**src/rtl/ddr_ref_pkg.sv**
```systemverilog
// Package: shared command encodings and sequencer states.
// Assumes the command bus order {CS#, RAS#, CAS#, WE#}.
package ddr_ref_pkg;

    typedef enum logic [3:0] {
        CMD_MODE  = 4'b0000,
        CMD_REF   = 4'b0001,
        CMD_PRE   = 4'b0010,
        CMD_NOP   = 4'b0111,
        CMD_INHIB = 4'b1111
    } ddr_cmd_e;

    typedef enum logic [3:0] {
        ST_IDLE,
        ST_PRE,
        ST_RP_WAIT,
        ST_REF,
        ST_RFC_WAIT,
        ST_SR_ENTER,
        ST_SR_HOLD,
        ST_SR_EXIT,
        ST_DLL_RST
    } seq_state_e;

endpackage

```
**src/rtl/ref_interval_timer.sv**
```systemverilog
// Module: ref_interval_timer
// Down-counter shared by all timing windows. A load sets the count and
// expired is high while the count is zero.
// Assumes the controlling FSM loads it on entry to each wait state.
module ref_interval_timer #(
    parameter int W = 4
) (
    input  logic         clk,
    input  logic         rst_n,
    input  logic         load,
    input  logic [W-1:0] load_val,
    output logic         expired
);

    logic [W-1:0] count_q;

    // Load a new window or count the current one down to zero.
    always_ff @(posedge clk) begin
        if (!rst_n) begin
            count_q <= '0;
        end else if (load) begin
            count_q <= load_val;
        end else if (count_q != '0) begin
            count_q <= count_q - 1'b1;
        end
    end

    assign expired = (count_q == '0);

endmodule

```
**src/rtl/dll_lock_tracker.sv**
```systemverilog
// Module: dll_lock_tracker
// Tracks whether READs may be issued. Clear drops the flag on self-refresh
// entry. Start, asserted in the DLL reset cycle, raises the flag again
// LOCK_CYCLES cycles later.
// Assumes LOCK_CYCLES >= 2 and that the DLL is locked after reset.
module dll_lock_tracker #(
    parameter int LOCK_CYCLES = 200
) (
    input  logic clk,
    input  logic rst_n,
    input  logic clear,
    input  logic start,
    output logic locked
);

    localparam int CW = $clog2(LOCK_CYCLES + 1);

    logic [CW-1:0] count_q;
    logic          locked_q;

    // Count the relock interval and set the flag when it completes.
    always_ff @(posedge clk) begin
        if (!rst_n) begin
            locked_q <= 1'b1;
            count_q  <= '0;
        end else if (clear) begin
            locked_q <= 1'b0;
            count_q  <= '0;
        end else if (start) begin
            count_q  <= CW'(LOCK_CYCLES - 1);
        end else if (count_q != '0) begin
            count_q <= count_q - 1'b1;
            if (count_q == CW'(1)) begin
                locked_q <= 1'b1;
            end
        end
    end

    assign locked = locked_q;

endmodule

```
**src/rtl/ref_seq_fsm.sv**
```systemverilog
// Module: ref_seq_fsm
// Control state machine. It decides which command goes on the bus, loads
// the shared timer for each window, and tells the DLL tracker when self
// refresh starts and when the DLL reset is sent. Outputs are decoded from
// the state register.
// Assumes T_RP, T_RFC and T_XSNR are at least 2.
module ref_seq_fsm
    import ddr_ref_pkg::*;
#(
    parameter int T_RP   = 3,
    parameter int T_RFC  = 8,
    parameter int T_XSNR = 10,
    parameter int W      = 4
) (
    input  logic         clk,
    input  logic         rst_n,
    input  logic         ref_req,
    input  logic         sr_req,
    input  logic         bank_open,
    input  logic         clk_stable,
    input  logic         tmr_expired,
    output logic         tmr_load,
    output logic [W-1:0] tmr_val,
    output logic         dll_clear,
    output logic         dll_start,
    output logic [3:0]   cmd,
    output logic         a10,
    output logic         cke,
    output logic         grant,
    output logic         busy
);

    seq_state_e state_q, state_d;
    logic       a10_all_q;

    // Next-state, timer-load and handshake decisions.
    always_comb begin
        state_d   = state_q;
        tmr_load  = 1'b0;
        tmr_val   = '0;
        grant     = 1'b0;
        dll_clear = 1'b0;
        dll_start = 1'b0;
        unique case (state_q)
            ST_IDLE: begin
                if (ref_req) begin
                    grant   = 1'b1;
                    state_d = ST_PRE;
                end else if (sr_req && !bank_open) begin
                    grant     = 1'b1;
                    dll_clear = 1'b1;
                    state_d   = ST_SR_ENTER;
                end
            end
            ST_PRE: begin
                tmr_load = 1'b1;
                tmr_val  = W'(T_RP - 2);
                state_d  = ST_RP_WAIT;
            end
            ST_RP_WAIT: begin
                if (tmr_expired) state_d = ST_REF;
            end
            ST_REF: begin
                tmr_load = 1'b1;
                tmr_val  = W'(T_RFC - 2);
                state_d  = ST_RFC_WAIT;
            end
            ST_RFC_WAIT: begin
                if (tmr_expired) state_d = ref_req ? ST_REF : ST_IDLE;
            end
            ST_SR_ENTER: begin
                state_d = ST_SR_HOLD;
            end
            ST_SR_HOLD: begin
                if (!sr_req && clk_stable) begin
                    tmr_load = 1'b1;
                    tmr_val  = W'(T_XSNR - 1);
                    state_d  = ST_SR_EXIT;
                end
            end
            ST_SR_EXIT: begin
                if (tmr_expired) state_d = ST_DLL_RST;
            end
            ST_DLL_RST: begin
                dll_start = 1'b1;
                state_d   = ST_IDLE;
            end
            default: state_d = ST_IDLE;
        endcase
    end

    // State register.
    always_ff @(posedge clk) begin
        if (!rst_n) state_q <= ST_IDLE;
        else        state_q <= state_d;
    end

    // Capture the all-banks choice when an auto refresh is taken.
    always_ff @(posedge clk) begin
        if (!rst_n) begin
            a10_all_q <= 1'b0;
        end else if (state_q == ST_IDLE && ref_req) begin
            a10_all_q <= bank_open;
        end
    end

    // Command, A10, CKE and busy decode from the current state.
    always_comb begin
        cmd  = CMD_NOP;
        a10  = 1'b0;
        cke  = 1'b1;
        busy = (state_q != ST_IDLE);
        unique case (state_q)
            ST_PRE: begin
                cmd = CMD_PRE;
                a10 = a10_all_q;
            end
            ST_REF:      cmd = CMD_REF;
            ST_SR_ENTER: begin
                cmd = CMD_REF;
                cke = 1'b0;
            end
            ST_SR_HOLD:  cke = 1'b0;
            ST_DLL_RST:  cmd = CMD_MODE;
            default:     cmd = CMD_NOP;
        endcase
    end

endmodule

```
**src/rtl/ddr_refresh_sequencer.sv**
```systemverilog
// Module: ddr_refresh_sequencer (top)
// Issues auto-refresh sequences and manages self-refresh entry and exit on
// a DDR SDRAM command bus, and gates READs until the DLL has relocked.
// Assumes every timing parameter is a whole number of cycles >= 2.
module ddr_refresh_sequencer #(
    parameter int T_RP     = 3,
    parameter int T_RFC    = 10,
    parameter int T_XSNR   = 12,
    parameter int DLL_LOCK = 200
) (
    input  logic clk,
    input  logic rst_n,
    input  logic ref_req,
    input  logic sr_req,
    input  logic bank_open,
    input  logic clk_stable,
    output logic mem_cs_n,
    output logic mem_ras_n,
    output logic mem_cas_n,
    output logic mem_we_n,
    output logic mem_a10,
    output logic mem_cke,
    output logic grant,
    output logic busy,
    output logic reads_ok
);

    localparam int MAX_A = (T_RP > T_RFC) ? T_RP : T_RFC;
    localparam int MAX_T = (MAX_A > T_XSNR) ? MAX_A : T_XSNR;
    localparam int TW    = $clog2(MAX_T + 1);

    logic          tmr_load;
    logic [TW-1:0] tmr_val;
    logic          tmr_expired;
    logic          dll_clear;
    logic          dll_start;
    logic [3:0]    cmd;

    ref_seq_fsm #(
        .T_RP   (T_RP),
        .T_RFC  (T_RFC),
        .T_XSNR (T_XSNR),
        .W      (TW)
    ) u_fsm (
        .clk         (clk),
        .rst_n       (rst_n),
        .ref_req     (ref_req),
        .sr_req      (sr_req),
        .bank_open   (bank_open),
        .clk_stable  (clk_stable),
        .tmr_expired (tmr_expired),
        .tmr_load    (tmr_load),
        .tmr_val     (tmr_val),
        .dll_clear   (dll_clear),
        .dll_start   (dll_start),
        .cmd         (cmd),
        .a10         (mem_a10),
        .cke         (mem_cke),
        .grant       (grant),
        .busy        (busy)
    );

    ref_interval_timer #(
        .W (TW)
    ) u_timer (
        .clk      (clk),
        .rst_n    (rst_n),
        .load     (tmr_load),
        .load_val (tmr_val),
        .expired  (tmr_expired)
    );

    dll_lock_tracker #(
        .LOCK_CYCLES (DLL_LOCK)
    ) u_dll (
        .clk    (clk),
        .rst_n  (rst_n),
        .clear  (dll_clear),
        .start  (dll_start),
        .locked (reads_ok)
    );

    assign {mem_cs_n, mem_ras_n, mem_cas_n, mem_we_n} = cmd;

endmodule

```
**config.mk**
```make
export PLATFORM = sky130hd
export DESIGN_NAME = ddr_refresh_sequencer
export DESIGN_NICKNAME = d
export VERILOG_FILES = /design/src/rtl/ddr_ref_pkg.sv /design/src/rtl/ref_interval_timer.sv /design/src/rtl/dll_lock_tracker.sv /design/src/rtl/ref_seq_fsm.sv /design/src/rtl/ddr_refresh_sequencer.sv
export SDC_FILE = /design/constraint.sdc
export NUM_CORES = 1
export LEC_CHECK = 0
export ABC_CLOCK_PERIOD_IN_PS = 5500
export CAP_MARGIN = 0
export CORE_ASPECT_RATIO = 0.7
export CORE_MARGIN = 4
export CORE_UTILIZATION = 35
export CTS_CLUSTER_SIZE = 10
export DETAILED_ROUTE_END_ITERATION = 8
export DONT_BUFFER_PORTS = 1
export GPL_ROUTABILITY_DRIVEN = 0
export PLACE_DENSITY = 0.53
export SLEW_MARGIN = 5
export SYNTH_ARGS = -nofsm -noshare
export SYNTH_HDL_FRONTEND = slang
export SYNTH_SLANG_ARGS = --single-unit
```
**constraint.sdc**
```tcl
create_clock -name clk -period 5.5 [get_ports clk]
set_clock_uncertainty 0.2 [all_clocks]
set_input_delay 1.1 -clock clk [delete_from_list [all_inputs] [get_ports clk]]
set_output_delay 1.1 -clock clk [all_outputs]
set_load 0.03 [all_outputs]
```
==> flow_summary.yaml <==
outcome:
  outcome: "finished clean"
synthesis:
  synth_edf_count: 0
  ys_warn_count: 0
  syn_avg_cell_area_um2: 8.27
  synthDistinctLibCells: 44
  synthFlopType: "dfxtp_1"
  synthArstFlopShare_pct: 0
  synth_fp_nets: 146
  synthCells: 137
  ys_ff_latch: 18
  synth_area_mm2: 0.00113
  ys_seq_area_share_pct: 31.8
timing:
  final-max-slew-violation-count: 0
  fin_tns_setup_ps: 0
  holdWs_ps: 340
  finalCritPeriodShare_pct: 68.2
  setup_viol: 0
  fmax_mhz: 267
  tightest_slew_ps: 992
  hold_violations: 0
  setup_slack_ps: 1750
  fin_crit_ps: 3750
  rsz0062_at_grt: "false"
  maxSlewHeadroom_pct: 33.2
drt:
  drc: 0
  postRouteAntennaNets: 0
  wl_per_cell_um: 15.2
  via_per_inst: 5.71
  drtIter0Drc: 42
  dr.pass1.iters: 4
  vias: 971
  postRouteWirelength_mm: 2.59
run:
  max-cap-violations: 0
power:
  ir_drop_v: 0.000257
  power.density_mw_per_mm2: 642
  power_leakage_uw: 0.000447
  finalPower_uw: 766
clock_network:
  clkTransAtPathRegs_ps: 60
  post_cts_buffers: 0
  cts_max_level: 1
  cts-root-buf: "clkbuf_8"
  cts.repair.resized: 0
  cts_buffers: 3
  cts_tree: "yes"
  clkSinkCount: 18
  clk_path_buf_depth: 2
  postCtsHoldBufs: 0
  clk_latency_ps: 250
floorplan:
  die_h_um: 55.6
  start_util_pct: 38.5
  num_io_pins: 15
  rows: 16
  dieArea_mm2: 0.00423
  coreArea_mm2: 0.00294
  fp.dieW_um: 76.0
placement:
  dpl.hpwl_mm: 1.98
  dp_slack_ps: 2030
  io_buffer_count: 0
final_layout:
  layout_commonest_cell: "dfxtp_1"
  seq_area_um2: 360
  drive_above_1_share_pct: 5.22
  fillers: 298
  multi_input_area_um2: 723
  post-route-util_pct: 40.5
  area_growth_syn_to_layout_pct: 5.19
  fin_nets: 145
  final_cell_mix: "18 x dfxtp_1, 12 x nor2_1, 8 x nor2b_1, 8 x a21oi_1, 8 x nor3_1"
  diodes: 0
hold_path:
  hold-path-endpoint: "u_fsm.a10_all_q"
  hp-class: "flip-flop to flip-flop"
  whs_path_depth: 2
  hp-start: "u_fsm.a10_all_q"
critical_path:
  start_kind: "flip-flop"
  critPathSlowestCell: "dfxtp_1"
  r2r_end: "u_fsm.state_q[0]"
  cp_slowest_stage_delay_ps: 640
  cp.required_ps: 4200
  cpMostUsedCell: "nor2b_1"
  r2r_start: "u_fsm.state_q[2]"
  reg2reg_slack_ps: 3170
  crit_chain: "nor2b_1, and2_1, a21oi_1, nor2b_1"
  path_class: "flip-flop to output pin"
  endpoint_kind: "output pin"
  path_max_fanout: 17
  crit_arrival_ps: 2450
  rr_worst_depth: 4
grt:
  grt_pass1_vias: 909
  antenna_found_initial: 0
  grt_max_degree: 18
  grt_use_total_pct: 13.2
  grt_overflow: 0
  grt_first_pass_wirelength_mm: 4.49
==> power breakdown <==
part	switching (µW)	leakage [µW]	internal, µW
Clock	40.9	0.0000216	48.6
Sequential	78.4	0.000148	176
Combinational	250	0.000277	171
Total	370	0.000447	396
==> critical path: cells and delay by family (launching register included) <==
| family | cells | cell delay (ps) |
|---|---|---|
| AOI/OAI and AO/OA | 1 | 600 |
| and+or+nand+nor | 3 | 950 |
| DFF | 1 | 640 |
==> area by class of cell <==
class | instances | share of cell area, %
flip-flops and latches | 18 | 30.2
clock buffers | 3 | 3.46
inverters | 6 | 1.89
well taps | 36 | 3.78
multi-input cells | 107 | 60.7
==> stage by stage <==
stage / instances / area (µm²)
4_1_cts: 170 / 1190
2_1_floorplan: 137 / 1130
3_5_place_dp: 167 / 1150
6_report: 170 / 1190
3_3_place_gp: 167 / 1150
5_1_grt: 170 / 1190
==> sequential cells by signal, indices dropped and copies added (netlist names) <==
name / cells
u_timer.count_q: 4
u_dll.locked: 1
u_dll.count_q: 8
u_fsm.a10_all_q: 1
u_fsm.state_q: 4
==> cell usage after synthesis (3+ instances only) <==
cell type	count	share of area [%]
dfxtp_1	18	32
nor2_1	12	4.0
a21oi_1	8	3.5
nor2b_1	8	4.4
nor3_1	8	3.5
inv_1	6	2.0
nand2b_1	6	3.3
nand2_1	5	1.7
a31oi_1	4	2.2
o21ai_0	4	1.8
xnor2_1	4	3.1
and2_1	3	1.7
clkbuf_1	3	0.99
ha_1	3	3.3
mux2i_1	3	2.6
nand3b_1	3	2.0
o31ai_1	3	2.0
==> layer usage <==
layer  GRT usage [%]  share of wire (%)  up-vias
met4            3.81               0.89        0
li1                -                  -      496
met5               0                  0        -
met3            5.02                6.4        4
met2            18.2                 41       22
met1            18.8                 52      449
==> kinds of logic (layout without fill, tap and decap cells) <==
logic type,count (synthesis),count (layout),synth area share [%]
AOI/OAI and AO/OA,32,32,21.0
xor gates and xnor gates,6,6,4.64
adders and majority gates,3,3,3.31
buffers and inverters,12,9,4.41
DFF,18,18,31.8
muxes,3,3,2.65
other,1,1,0.331
and+or+nand+nor,62,62,31.9
==> worst max path at each step <==
stage / start / slack, ps / endpoint
floorplan: u_fsm.state_q[2] / 2230 / mem_ras_n
finish: u_fsm.state_q[0] / 1750 / mem_ras_n
global placement: u_fsm.state_q[0] / 2080 / mem_ras_n
detailed placement: u_fsm.state_q[0] / 2030 / mem_ras_n
global route: u_fsm.state_q[0] / 1600 / mem_ras_n
CTS: u_fsm.state_q[0] / 1750 / mem_ras_n
(Power assumes the default switching activity.)
